File: src/rtl/scanseq_pkg.sv
package scanseq_pkg;

    localparam int OP_W = 4;

    // Instruction opcodes
    localparam logic [OP_W-1:0] OP_HALT      = 4'h0;
    localparam logic [OP_W-1:0] OP_SCAN      = 4'h1;
    localparam logic [OP_W-1:0] OP_BRMISS    = 4'h2;
    localparam logic [OP_W-1:0] OP_JUMP      = 4'h3;
    localparam logic [OP_W-1:0] OP_LOOP_HIT  = 4'h4;
    localparam logic [OP_W-1:0] OP_LOOP_MISS = 4'h5;
    localparam logic [OP_W-1:0] OP_LOOP_END  = 4'h6;
    localparam logic [OP_W-1:0] OP_WAIT      = 4'h7;
    localparam logic [OP_W-1:0] OP_ABORT     = 4'h8;

    // Frame store field selects
    localparam logic [1:0] FSEL_STIM = 2'd0;
    localparam logic [1:0] FSEL_EXP  = 2'd1;
    localparam logic [1:0] FSEL_MASK = 2'd2;
    localparam logic [1:0] FSEL_LEN  = 2'd3;

    typedef enum logic [1:0] {
        C_OFF,
        C_FETCH,
        C_WAIT,
        C_DELAY
    } ctl_st_e;

    // Named after the TAP state the target is in during that cycle
    typedef enum logic [2:0] {
        E_IDLE,
        E_GO,
        E_SEL,
        E_CAP,
        E_SHIFT,
        E_EX1,
        E_UPD
    } eng_st_e;

endpackage

File: src/rtl/scanseq_prog.sv
module scanseq_prog #(
    parameter int PC_W = 6,
    parameter int IW   = 21
) (
    input  logic            clk,
    input  logic            wr_en,
    input  logic [PC_W-1:0] wr_addr,
    input  logic [IW-1:0]   wr_data,
    input  logic [PC_W-1:0] rd_addr,
    output logic [IW-1:0]   rd_data
);
    localparam int DEPTH = 1 << PC_W;

    logic [IW-1:0] mem_q [DEPTH];

    always_ff @(posedge clk) begin
        if (wr_en) begin
            mem_q[wr_addr] <= wr_data;
        end
    end

    assign rd_data = mem_q[rd_addr];

endmodule

File: src/rtl/scanseq_frames.sv
module scanseq_frames
    import scanseq_pkg::*;
#(
    parameter int FI_W  = 3,
    parameter int DW    = 32,
    parameter int LEN_W = 6
) (
    input  logic             clk,
    input  logic             wr_en,
    input  logic [FI_W-1:0]  wr_idx,
    input  logic [1:0]       wr_sel,
    input  logic [DW-1:0]    wr_data,
    input  logic [FI_W-1:0]  rd_idx,
    output logic [DW-1:0]    stim_o,
    output logic [DW-1:0]    exp_o,
    output logic [DW-1:0]    mask_o,
    output logic [LEN_W-1:0] len_o
);
    localparam int NFR    = 1 << FI_W;
    localparam int PLANES = 3;

    logic [PLANES-1:0][DW-1:0] rd_vec;
    logic [LEN_W-1:0]          len_q [NFR];

    // One storage plane per vector field: stimulus, expected, mask
    for (genvar g = 0; g < PLANES; g++) begin : g_plane
        logic [DW-1:0] plane_q [NFR];
        always_ff @(posedge clk) begin
            if (wr_en && wr_sel == 2'(g)) begin
                plane_q[wr_idx] <= wr_data;
            end
        end
        assign rd_vec[g] = plane_q[rd_idx];
    end

    always_ff @(posedge clk) begin
        if (wr_en && wr_sel == FSEL_LEN) begin
            len_q[wr_idx] <= wr_data[LEN_W-1:0];
        end
    end

    assign stim_o = rd_vec[FSEL_STIM];
    assign exp_o  = rd_vec[FSEL_EXP];
    assign mask_o = rd_vec[FSEL_MASK];
    assign len_o  = len_q[rd_idx];

endmodule

File: src/rtl/scanseq_tap.sv
module scanseq_tap
    import scanseq_pkg::*;
#(
    parameter int DW    = 32,
    parameter int LEN_W = 6
) (
    input  logic             clk,
    input  logic             rst_n,
    input  logic             go_i,
    input  logic [LEN_W-1:0] len_i,
    input  logic [DW-1:0]    stim_i,
    input  logic [DW-1:0]    exp_i,
    input  logic [DW-1:0]    mask_i,
    input  logic             tdo_i,
    output logic             tms_o,
    output logic             tdi_o,
    output logic             busy_o,
    output logic             done_o,
    output logic             miss_o
);
    localparam logic [LEN_W-1:0] FULL_LEN = LEN_W'(DW);

    typedef struct packed {
        eng_st_e          st;
        logic [LEN_W-1:0] len;
        logic [LEN_W-1:0] idx;
        logic [DW-1:0]    stim;
        logic [DW-1:0]    expv;
        logic [DW-1:0]    mask;
        logic [DW-1:0]    cap;
        logic             done;
        logic             miss;
    } eng_t;

    eng_t q, d;

    logic          last_bit;
    logic [DW-1:0] aligned;
    logic [DW-1:0] len_mask;

    assign last_bit = (q.idx == q.len - LEN_W'(1));
    // Captured bits enter at the top; move them down to bit 0
    assign aligned  = q.cap >> (FULL_LEN - q.len);
    assign len_mask = ~({DW{1'b1}} << q.len);

    always_comb begin
        d      = q;
        d.done = 1'b0;
        case (q.st)
            E_IDLE: begin
                if (go_i) begin
                    d.st   = E_GO;
                    d.len  = (len_i == '0) ? FULL_LEN : len_i;
                    d.stim = stim_i;
                    d.expv = exp_i;
                    d.mask = mask_i;
                    d.idx  = '0;
                    d.cap  = '0;
                end
            end
            E_GO:  d.st = E_SEL;
            E_SEL: d.st = E_CAP;
            E_CAP: d.st = E_SHIFT;
            E_SHIFT: begin
                d.stim = q.stim >> 1;
                d.cap  = {tdo_i, q.cap[DW-1:1]};
                d.idx  = q.idx + LEN_W'(1);
                if (last_bit) begin
                    d.st = E_EX1;
                end
            end
            E_EX1: d.st = E_UPD;
            E_UPD: begin
                d.st   = E_IDLE;
                d.done = 1'b1;
                d.miss = |((aligned ^ q.expv) & q.mask & len_mask);
            end
            default: d.st = E_IDLE;
        endcase
    end

    always_ff @(posedge clk or negedge rst_n) begin
        if (!rst_n) begin
            q <= '{st: E_IDLE, default: '0};
        end else begin
            q <= d;
        end
    end

    always_comb begin
        case (q.st)
            E_GO:    tms_o = 1'b1;
            E_SHIFT: tms_o = last_bit;
            E_EX1:   tms_o = 1'b1;
            default: tms_o = 1'b0;
        endcase
    end

    assign tdi_o  = (q.st == E_SHIFT) & q.stim[0];
    assign busy_o = (q.st != E_IDLE);
    assign done_o = q.done;
    assign miss_o = q.miss;

    // The controller only launches a scan into an idle walker
    AST_GO_ONLY_IDLE: assert property (@(posedge clk) disable iff (!rst_n)
        go_i |-> (q.st == E_IDLE));

endmodule

File: src/rtl/scanseq_top.sv
module scanseq_top
    import scanseq_pkg::*;
#(
    parameter int PC_W  = 6,
    parameter int FI_W  = 3,
    parameter int DW    = 32,
    parameter int ARG_W = 16
) (
    input  logic                   clk,
    input  logic                   rst_n,
    input  logic                   start_i,
    input  logic                   stop_on_fail_i,
    input  logic                   pwr_en_i,
    input  logic [PC_W-1:0]        pwr_addr_i,
    input  logic [OP_W+ARG_W:0]    pwr_data_i,
    input  logic                   fwr_en_i,
    input  logic [FI_W-1:0]        fwr_idx_i,
    input  logic [1:0]             fwr_sel_i,
    input  logic [DW-1:0]          fwr_data_i,
    input  logic                   tdo_i,
    output logic                   tms_o,
    output logic                   tdi_o,
    output logic                   done_o,
    output logic                   fail_o,
    output logic                   ovf_o,
    output logic                   hit_o,
    output logic [PC_W-1:0]        pc_o
);
    localparam int IW    = OP_W + 1 + ARG_W;
    localparam int LEN_W = $clog2(DW) + 1;
    localparam int NF_B  = ARG_W;

    typedef struct packed {
        ctl_st_e          st;
        logic [PC_W-1:0]  pc;
        logic [PC_W-1:0]  body;
        logic [ARG_W-1:0] lmax;
        logic [ARG_W-1:0] lcnt;
        logic [ARG_W-1:0] dcnt;
        logic             lmode;
        logic             hit;
        logic             fail;
        logic             ovf;
        logic             done;
    } ctl_t;

    ctl_t q, d;

    logic [IW-1:0]    ins;
    logic [OP_W-1:0]  op;
    logic             nf;
    logic [ARG_W-1:0] arg;
    logic [PC_W-1:0]  pc_next;
    logic [PC_W-1:0]  pc_tgt;
    logic             go;
    logic             eng_busy, eng_done, eng_miss;
    logic [DW-1:0]    fr_stim, fr_exp, fr_mask;
    logic [LEN_W-1:0] fr_len;
    logic             loop_exit;
    logic             loop_spent;

    assign op      = ins[IW-1 -: OP_W];
    assign nf      = ins[NF_B];
    assign arg     = ins[ARG_W-1:0];
    assign pc_next = q.pc + PC_W'(1);
    assign pc_tgt  = arg[PC_W-1:0];

    scanseq_prog #(.PC_W(PC_W), .IW(IW)) prog_i (
        .clk     (clk),
        .wr_en   (pwr_en_i),
        .wr_addr (pwr_addr_i),
        .wr_data (pwr_data_i),
        .rd_addr (q.pc),
        .rd_data (ins)
    );

    scanseq_frames #(.FI_W(FI_W), .DW(DW), .LEN_W(LEN_W)) frames_i (
        .clk     (clk),
        .wr_en   (fwr_en_i),
        .wr_idx  (fwr_idx_i),
        .wr_sel  (fwr_sel_i),
        .wr_data (fwr_data_i),
        .rd_idx  (arg[FI_W-1:0]),
        .stim_o  (fr_stim),
        .exp_o   (fr_exp),
        .mask_o  (fr_mask),
        .len_o   (fr_len)
    );

    scanseq_tap #(.DW(DW), .LEN_W(LEN_W)) tap_i (
        .clk    (clk),
        .rst_n  (rst_n),
        .go_i   (go),
        .len_i  (fr_len),
        .stim_i (fr_stim),
        .exp_i  (fr_exp),
        .mask_i (fr_mask),
        .tdo_i  (tdo_i),
        .tms_o  (tms_o),
        .tdi_o  (tdi_o),
        .busy_o (eng_busy),
        .done_o (eng_done),
        .miss_o (eng_miss)
    );

    // Loop end: exit on the selected compare outcome, or give up when spent
    assign loop_exit  = q.lmode ? !q.hit : q.hit;
    assign loop_spent = ({1'b0, q.lcnt} + {{ARG_W{1'b0}}, 1'b1}) >= {1'b0, q.lmax};

    always_comb begin
        d  = q;
        go = 1'b0;
        case (q.st)
            C_OFF: begin
                if (start_i) begin
                    d.st   = C_FETCH;
                    d.pc   = '0;
                    d.hit  = 1'b0;
                    d.lcnt = '0;
                    d.fail = 1'b0;
                    d.ovf  = 1'b0;
                    d.done = 1'b0;
                end
            end
            C_FETCH: begin
                case (op)
                    OP_HALT: begin
                        d.done = 1'b1;
                        d.st   = C_OFF;
                    end
                    OP_SCAN: begin
                        go   = 1'b1;
                        d.st = C_WAIT;
                    end
                    OP_BRMISS: d.pc = q.hit ? pc_next : pc_tgt;
                    OP_JUMP:   d.pc = pc_tgt;
                    OP_LOOP_HIT, OP_LOOP_MISS: begin
                        d.body  = pc_next;
                        d.lmax  = (arg == '0) ? ARG_W'(1) : arg;
                        d.lcnt  = '0;
                        d.lmode = (op == OP_LOOP_MISS);
                        d.pc    = pc_next;
                    end
                    OP_LOOP_END: begin
                        if (loop_exit) begin
                            d.pc = pc_next;
                        end else if (loop_spent) begin
                            d.ovf = 1'b1;
                            d.pc  = pc_next;
                            if (!nf) begin
                                d.fail = 1'b1;
                                if (stop_on_fail_i) begin
                                    d.pc   = q.pc;
                                    d.done = 1'b1;
                                    d.st   = C_OFF;
                                end
                            end
                        end else begin
                            d.lcnt = q.lcnt + ARG_W'(1);
                            d.pc   = q.body;
                        end
                    end
                    OP_WAIT: begin
                        if (arg == '0) begin
                            d.pc = pc_next;
                        end else begin
                            d.dcnt = arg;
                            d.st   = C_DELAY;
                        end
                    end
                    OP_ABORT: begin
                        d.fail = 1'b1;
                        d.done = 1'b1;
                        d.st   = C_OFF;
                    end
                    default: d.pc = pc_next;
                endcase
            end
            C_WAIT: begin
                if (eng_done) begin
                    d.hit = !eng_miss;
                    d.st  = C_FETCH;
                    d.pc  = pc_next;
                    if (eng_miss && !nf) begin
                        d.fail = 1'b1;
                        if (stop_on_fail_i) begin
                            d.pc   = q.pc;
                            d.done = 1'b1;
                            d.st   = C_OFF;
                        end
                    end
                end
            end
            C_DELAY: begin
                if (q.dcnt == ARG_W'(1)) begin
                    d.pc = pc_next;
                    d.st = C_FETCH;
                end else begin
                    d.dcnt = q.dcnt - ARG_W'(1);
                end
            end
            default: d.st = C_OFF;
        endcase
    end

    always_ff @(posedge clk or negedge rst_n) begin
        if (!rst_n) begin
            q <= '{st: C_OFF, default: '0};
        end else begin
            q <= d;
        end
    end

    assign done_o = q.done;
    assign fail_o = q.fail;
    assign ovf_o  = q.ovf;
    assign hit_o  = q.hit;
    assign pc_o   = q.pc;

    AST_SCAN_END_IN_WAIT: assert property (@(posedge clk) disable iff (!rst_n)
        eng_done |-> (q.st == C_WAIT));

    AST_FAIL_STICKY: assert property (@(posedge clk) disable iff (!rst_n)
        (q.fail && !(q.st == C_OFF && start_i)) |=> q.fail);

    AST_OVF_FROM_LOOP_END: assert property (@(posedge clk) disable iff (!rst_n)
        $rose(q.ovf) |-> $past(op == OP_LOOP_END));

    AST_DELAY_QUIET: assert property (@(posedge clk) disable iff (!rst_n)
        (q.st == C_DELAY) |-> (!eng_busy && !tms_o && !tdi_o));

    AST_DONE_WALKER_IDLE: assert property (@(posedge clk) disable iff (!rst_n)
        q.done |-> !eng_busy);

    AST_PC_HELD_STOPPED: assert property (@(posedge clk) disable iff (!rst_n)
        (q.done && !start_i) |=> $stable(q.pc));

endmodule

File: config.mk
export PLATFORM = sky130hd
export DESIGN_NAME = scanseq_top
export DESIGN_NICKNAME = d
export VERILOG_FILES = /design/src/rtl/scanseq_pkg.sv /design/src/rtl/scanseq_prog.sv /design/src/rtl/scanseq_frames.sv /design/src/rtl/scanseq_tap.sv /design/src/rtl/scanseq_top.sv
export SDC_FILE = /design/constraint.sdc
export NUM_CORES = 2
export LEC_CHECK = 0
export BUFFER_PORTS_ARGS = -buffer_cell sky130_fd_sc_hd__buf_2
export CORE_MARGIN = 2
export CORE_UTILIZATION = 30
export DETAILED_ROUTE_END_ITERATION = 10
export PLACE_DENSITY_LB_ADDON = 0.25
export SKIP_CTS_REPAIR_TIMING = 1
export SLEW_MARGIN = 20
export SYNTH_ARGS = -nofsm -noshare
export SYNTH_HDL_FRONTEND = slang
export SYNTH_SLANG_ARGS = --single-unit
File: constraint.sdc
create_clock -name clk -period 6.48 [get_ports clk]
set_clock_uncertainty 0.1 [all_clocks]
set_input_delay 0.972 -clock clk [delete_from_list [all_inputs] [get_ports clk]]
set_output_delay 0.972 -clock clk [all_outputs]
set_load 0.005 [all_outputs]
=== Word level (Yosys, flattened, before mapping) ===
Memories as Yosys holds them, arrays and structs flattened.
Cells that the tools add are included.

* Bits in registers: 212
* Latch bits: 0
* Memory bits (writable): 2160
* ROM bits: 0
* Output and inout port bits: 12
* Word-level logic and storage cells: 189
* Memories kept: 5

{| class="wikitable"
|+ Memory list
! memory !! depth !! width !! rd ports !! clocked after memory_dff !! write ports !! RTL line !! source
|-
| prog_i.mem_q || 64 || 21 || 1 || 0 || 1 || scanseq_prog.sv:14 || <nowiki>logic [IW-1:0] mem_q [DEPTH];</nowiki>
|-
| frames_i.g_plane[0].plane_q || 8 || 32 || 1 || 0 || 1 || scanseq_frames.sv:27 || <nowiki>logic [DW-1:0] plane_q [NFR];</nowiki>
|-
| frames_i.g_plane[1].plane_q || 8 || 32 || 1 || 0 || 1 || scanseq_frames.sv:27 ||
|-
| frames_i.g_plane[2].plane_q || 8 || 32 || 1 || 0 || 1 || scanseq_frames.sv:27 ||
|-
| frames_i.len_q || 8 || 6 || 1 || 0 || 1 || scanseq_frames.sv:23 || <nowiki>logic [LEN_W-1:0] len_q [NFR];</nowiki>
|}

* $add $sub $neg: 7
* Multipliers: 0
* Div/mod/pow operators: 0
* Order comparisons: 1
* Eq/ne operators: 48
* Shift-type cells: 2
* Mux-type cells: 65
* Bitwise gates (word level): 5
* Reductions and logical operators: 36

{| class="wikitable"
|+ Operator list
! cell !! number
|-
| $mux W143 || 1
|-
| $mux W16 || 7
|-
| $pmux W16 S2 || 3
|-
| $pmux W38 S2 || 1
|-
| $and A32 B32 Y32 || 2
|-
| $pmux W32 S2 || 1
|-
| $mux W8 || 6
|-
| $not A32 Y32 || 1
|-
| $pmux W8 S4 || 1
|-
| $reduce_or A32 Y1 || 1
|-
| $shl A32 B6 Y32 const A || 1
|-
| $shr A32 B6 Y32 || 1
|-
| $xor A32 B32 Y32 || 1
|-
| $mux W6 || 5
|-
| $pmux W6 S5 || 1
|-
| $ne A3 B3 Y1 const B || 8
|-
| $mux W1 || 20
|-
| $ne A2 B2 Y1 const B || 9
|-
| $pmux W3 S6 || 1
|-
| $add A16 B1 Y17 const B || 1
|-
| $ge A17 B16 Y1 || 1
|-
| $add A16 B1 Y16 const B || 1
|-
| $eq A16 B1 Y1 const B || 1
|-
| $eq A4 B3 Y1 const B || 4
|-
| other kinds (44) || 85
|}

=== Logic depth before layout (Yosys ltp) ===
* Depth in word-level cells: 7
* Gate-level depth with buffers: 19
* Mapped depth without buffers: 16

=== Cells and area by module ===
Synthesis repeated with hierarchy kept, for this count alone.

* Cell total of the unflattened synthesis: 4917
* Area total of the unflattened synthesis: 95457.8 um^2

{| class="wikitable"
|+ Modules (own cells, without submodules)
! module !! instances !! cells each !! area each (um^2) !! seq. area each (um^2)
|-
| scanseq_prog || 1 || 2169 || 51296.7 || 40358.7
|-
| scanseq_frames || 1 || 1224 || 31008.5 || 24503.5
|-
| scanseq_tap || 1 || 1012 || 8724.6 || 3628.5
|-
| scanseq_top || 1 || 512 || 4428.0 || 1676.6
|}

=== Worst setup path before layout ===
No wires, ideal clock.

* Kind: reg2reg
* Start point: register tap_i.q[136] (netlist bit)
* End point: register tap_i.q, in the netlist tap_i.miss_o
* Setup time: 0.133 ns
* Arrival: 3.822 ns
* Data required time: 6.247 ns
* Path slack: 2.425 ns
* Stages on the path, launching flop included: 18
* Buffers on the path: 5
* Period minus slack after synthesis: 4.055 ns
* Path through: dfrtp_1 > buf_2 > buf_2 > inv_1 > ha_1 > clkbuf_1 > clkbuf_1 > buf_1 > mux4_2 > mux2i_1 > nand2_1 > a32oi_1 > xnor2_1 > o311ai_0 > o2111ai_1 > nor4_1 > and4_1 > a31oi_1

* Longest elaborated chain between the ends: 6
* Elaborated cells on any way between the ends: 8
* Those cells by class: 1 x add/sub; 2 x shift; 4 x bitwise; 1 x reduce/logical

{| class="wikitable"
|+ Ends and longest elaborated chain
! item !! RTL line !! source
|-
| start: declaration || scanseq_tap.sv:35 || <nowiki>eng_t q, d;</nowiki>
|-
| start signal: assignment || scanseq_tap.sv:84 || <nowiki>q <= '{st: E_IDLE, default: '0};</nowiki>
|-
| start signal: assignment || scanseq_tap.sv:86 || <nowiki>q <= d;</nowiki>
|-
| $sub A6 B6 Y6 || scanseq_tap.sv:43 || <nowiki>assign aligned = q.cap >> (FULL_LEN - q.len);</nowiki>
|-
| $shr A32 B6 Y32 || scanseq_tap.sv:43 ||
|-
| $xor A32 B32 Y32 || scanseq_tap.sv:76 || <nowiki>d.miss = |((aligned ^ q.expv) & q.mask & len_mask);</nowiki>
|-
| $and A32 B32 Y32 || scanseq_tap.sv:76 ||
|-
| $and A32 B32 Y32 * || scanseq_tap.sv:76 ||
|-
| $reduce_or A32 Y1 * || scanseq_tap.sv:76 ||
|}

Every way passes the cells marked *; elsewhere a longest branch is shown, timed or not.
A chain may end at the register's enable or synchronous reset.

=== Worst setup path after layout ===
* Start point: register q, in the netlist pc_o[1]
* End point: register q[19] (netlist bit)

* Longest elaborated chain between the ends: 4
* Elaborated cells on any way between the ends: 9
* Those cells by class: 3 x eq/ne; 3 x mux; 2 x reduce/logical; 1 x memory

{| class="wikitable"
|+ Ends and longest elaborated chain
! item !! RTL line !! source
|-
| start: declaration || scanseq_top.sv:47 || <nowiki>ctl_t q, d;</nowiki>
|-
| start signal: assignment || scanseq_top.sv:208 || <nowiki>q <= '{st: C_OFF, default: '0};</nowiki>
|-
| start signal: assignment || scanseq_top.sv:210 || <nowiki>q <= d;</nowiki>
|-
| $mem_v2 Z64 W21 * || - ||
|-
| $logic_not A16 Y1 (tied with other cells) || scanseq_top.sv:164 || <nowiki>if (arg == '0) begin</nowiki>
|-
| $ne A2 B2 Y1 (no source line) (tied with other cells) || - ||
|-
| $reduce_and A4 Y1 (no source line) / $pmux W16 S2 (equally long branches) || - ||
|}

Every way passes the cells marked *; elsewhere a longest branch is shown, timed or not. The select of a mux whose other input is x is not followed.

==> results.json <==
{
  "status": "completed",
  "grt_usage_pct": 17.13,
  "insertion_delay_ps": 900,
  "finalSetupTns_ps": 0,
  "fin_crit_ps": 5451,
  "worstPathArrival_ps": 6100,
  "whs_ps": 143.7,
  "wire_per_inst_um": 26.54,
  "yosysSeqAreaShare_pct": 72.86,
  "regArea_um2": 70190,
  "routabilityCongestion": 0.8489,
  "synth_top_area_cell": "edfxtp_1",
  "ir_drop_mv": 0.2402,
  "syn_inst": 6036,
  "ant_nets": 0,
  "drv_slew": 0,
  "synth_cell_types": 83,
  "row_count": 208,
  "setup_viol": 0,
  "synthArstFlopShare_pct": 8.938,
  "leakage_nw": 36.59,
  "synth_flop_cell": "edfxtp_1",
  "nets": 6329,
  "cts_sinks": 2372,
  "critPathLaunch": "pc_o[1]",
  "r2r-end": "q[19]",
  "layout_setup_ws_ps": 1029,
  "ys_warn_count": 0,
  "clockBufferDepth": 4,
  "dpl-instance-area_um2": 102600,
  "synth_edf_count": 2160,
  "crit_required_ps": 7130,
  "worstMarginPinSlew_ps": 1177,
  "crit_path_end_kind": "register",
  "root_buffer": "clkbuf_16",
  "initial_core_util_pct": 30.06,
  "fmax_mhz": 183.5,
  "crit_type": "register to register",
  "htree_levels": 5,
  "core_um2": 320400,
  "ys_top_cells_by_count": "2160 x edfxtp_1, 1026 x nand2_1, 352 x mux4_2",
  "grt_max_degree": 135,
  "powerDensity_nw_per_um2": 289.7,
  "hold_viol_final": 0,
  "crit_path_end": "q[19]",
  "multiInputGateArea_um2": 24460,
  "setup.worst_path.start_class": "register",
  "ys_ff_latch": 2372,
  "die_y_um": 570.6,
  "grt_pass1_vias": 54490,
  "drc": 0,
  "drt_pass1_iterations": 6,
  "synth.area.top_cells": "edfxtp_1 67%, mux4_2 8.2%, dfrtp_1 5.5%, nand2_1 4.0%, mux2i_1 1.8%",
  "cts_tree": "built",
  "synth_area_um2": 96310,
  "area_delta_synth_final_pct": 15.34,
  "clkTransAtPathRegs_ps": 60,
  "pre_cts_ws_ps": 1032,
  "fin_crit_sh_pct": 84.12,
  "drive_gt1_share_pct": 18.08,
  "regToRegSetupSlack_ps": 1030,
  "grt_pass1_wl_um": 407300,
  "wl_um": 285200,
  "io_buffers": 82,
  "grt_overflow": 0,
  "reg2reg_from": "pc_o[1]",
  "vias": 55310,
  "io_pins": 83,
  "synth_top_area_share_pct": 67.35,
  "slew_headroom_pct": 21.34,
  "cp_max_fo": 45,
  "rsz0062_at_grt": "no",
  "synth_nets": 6136,
  "antenna_found_initial": 12,
  "syn_area_per_cell_um2": 15.96,
  "drt_iter0_drc": 5606,
  "dpl.hpwl_um": 163400,
  "yosysMostFrequentCell": "edfxtp_1",
  "fp.dieArea_um2": 325600,
  "reg2regPathDepth": 14,
  "fillers": 30560,
  "fin_area_um2": 111100,
  "numCtsBuffers": 268,
  "vias_per_cell": 5.148,
  "maxCapViolations": 0,
  "hp-class": "primary input to asynchronous set/reset pin",
  "die_w_um": 570.6
}
[metal layers]
layer	vias up	GRT usage, %	wire (um)
li1	23830	-	-
met1	29400	23.80	125100
met2	1729	28.34	137400
met3	358	2.116	15470
met4	2	4.462	7213
met5	-	0	13
[critical path, cell delays in order, from the launching register on]
cell	delay (ps)
dfrtp_4	950
buf_12	380
nor2b_1	970
buf_4	260
a22oi_1	60
o21ai_0	270
a221oi_1	230
a22oi_1	360
buf_4	200
nor3b_1	180
nand4_1	230
o31a_1	420
buf_4	280
mux2i_1	200
nand3_1	90
[cell families (layout without fill, tap and decap cells)]
logic type | Yosys count | count (layout) | synth area share [%]
other | 0 | 9 | 0
XOR/XNOR | 61 | 61 | 0.5547
AND/OR/NAND/NOR | 1763 | 1763 | 8.068
buffers and inverters | 428 | 823 | 2.225
adder cells (fa/ha/maj) | 30 | 30 | 0.3872
flip-flops | 2372 | 2372 | 72.86
multiplexers | 544 | 544 | 10.25
AO/OA/AOI/OAI | 838 | 838 | 5.654
[stage by stage]
step           util (%)  power, mW  instances
2_1_floorplan         -      17.28       6036
3_3_place_gp      32.01      17.68      10260
3_5_place_dp      32.01      17.70      10260
4_1_cts           34.66      32.48      10740
5_1_grt           34.67      33.10      10740
6_report          34.67      32.18      10750
[cell usage in the layout, fill, tap and decap left out, drive strengths merged, types with 25 or more instances in the layout]
cell and instances:
edfxtp 2160, nand2 1026, clkbuf 363, mux4 352, buf 303, nor2 258
a21oi 223, dfrtp 212, and3 209, mux2i 171, o21ai 154, a31oi 121
a311oi 104, nand3 95, clkinv 84, a22oi 67, inv 55, xnor2 36
ha 29, xor2 25, nor3 25
[registers in the layout (all words and copies together) (netlist names)]
register                  flops
done_o                        1
fail_o                        1
frames_i.g_plane.plane_q    768
frames_i.len_q               48
hit_o                         1
ovf_o                         1
pc_o                          6
prog_i.mem_q               1344
q                            57
tap_i.done_o                  1
tap_i.miss_o                  1
tap_i.q                     143
[area by class of cell]
class,count,share of cell area (%)
Antenna cell,9,0.02027
Clock buffer,363,6.589
Clock inverter,109,1.053
Inverter,48,0.1701
Multi-Input combinational cell,3236,22.02
Sequential cell,2372,63.18
Tap cell,4305,4.849
Timing Repair Buffer,303,2.111
[worst min-delay path by stage]
| stage | start | to | slack, ps | cells past startpoint |
|---|---|---|---|---|
| 2_1_floorplan | q[35] | q[35] | 360 | 2 |
| 3_3_place_gp | tap_i.q[98] | tap_i.q[98] | 390 | 2 |
| 3_5_place_dp | q[35] | q[35] | 400 | 2 |
| 4_1_cts | rst_n | tap_i.q[137] | 140 | 1 |
| 5_1_grt | rst_n | tap_i.q[137] | 190 | 1 |
| 6_report | rst_n | tap_i.q[49] | 140 | 1 |
[where the power goes]
part           switching [mW]  leakage, nW  total (mW)  internal (mW)
Sequential             0.0255         22.4        16.9           16.8
Clock                    6.21         4.13        14.8           8.61
Combinational           0.435         10.1       0.517         0.0820
No activity file was read; power rests on OpenSTA's default activity.
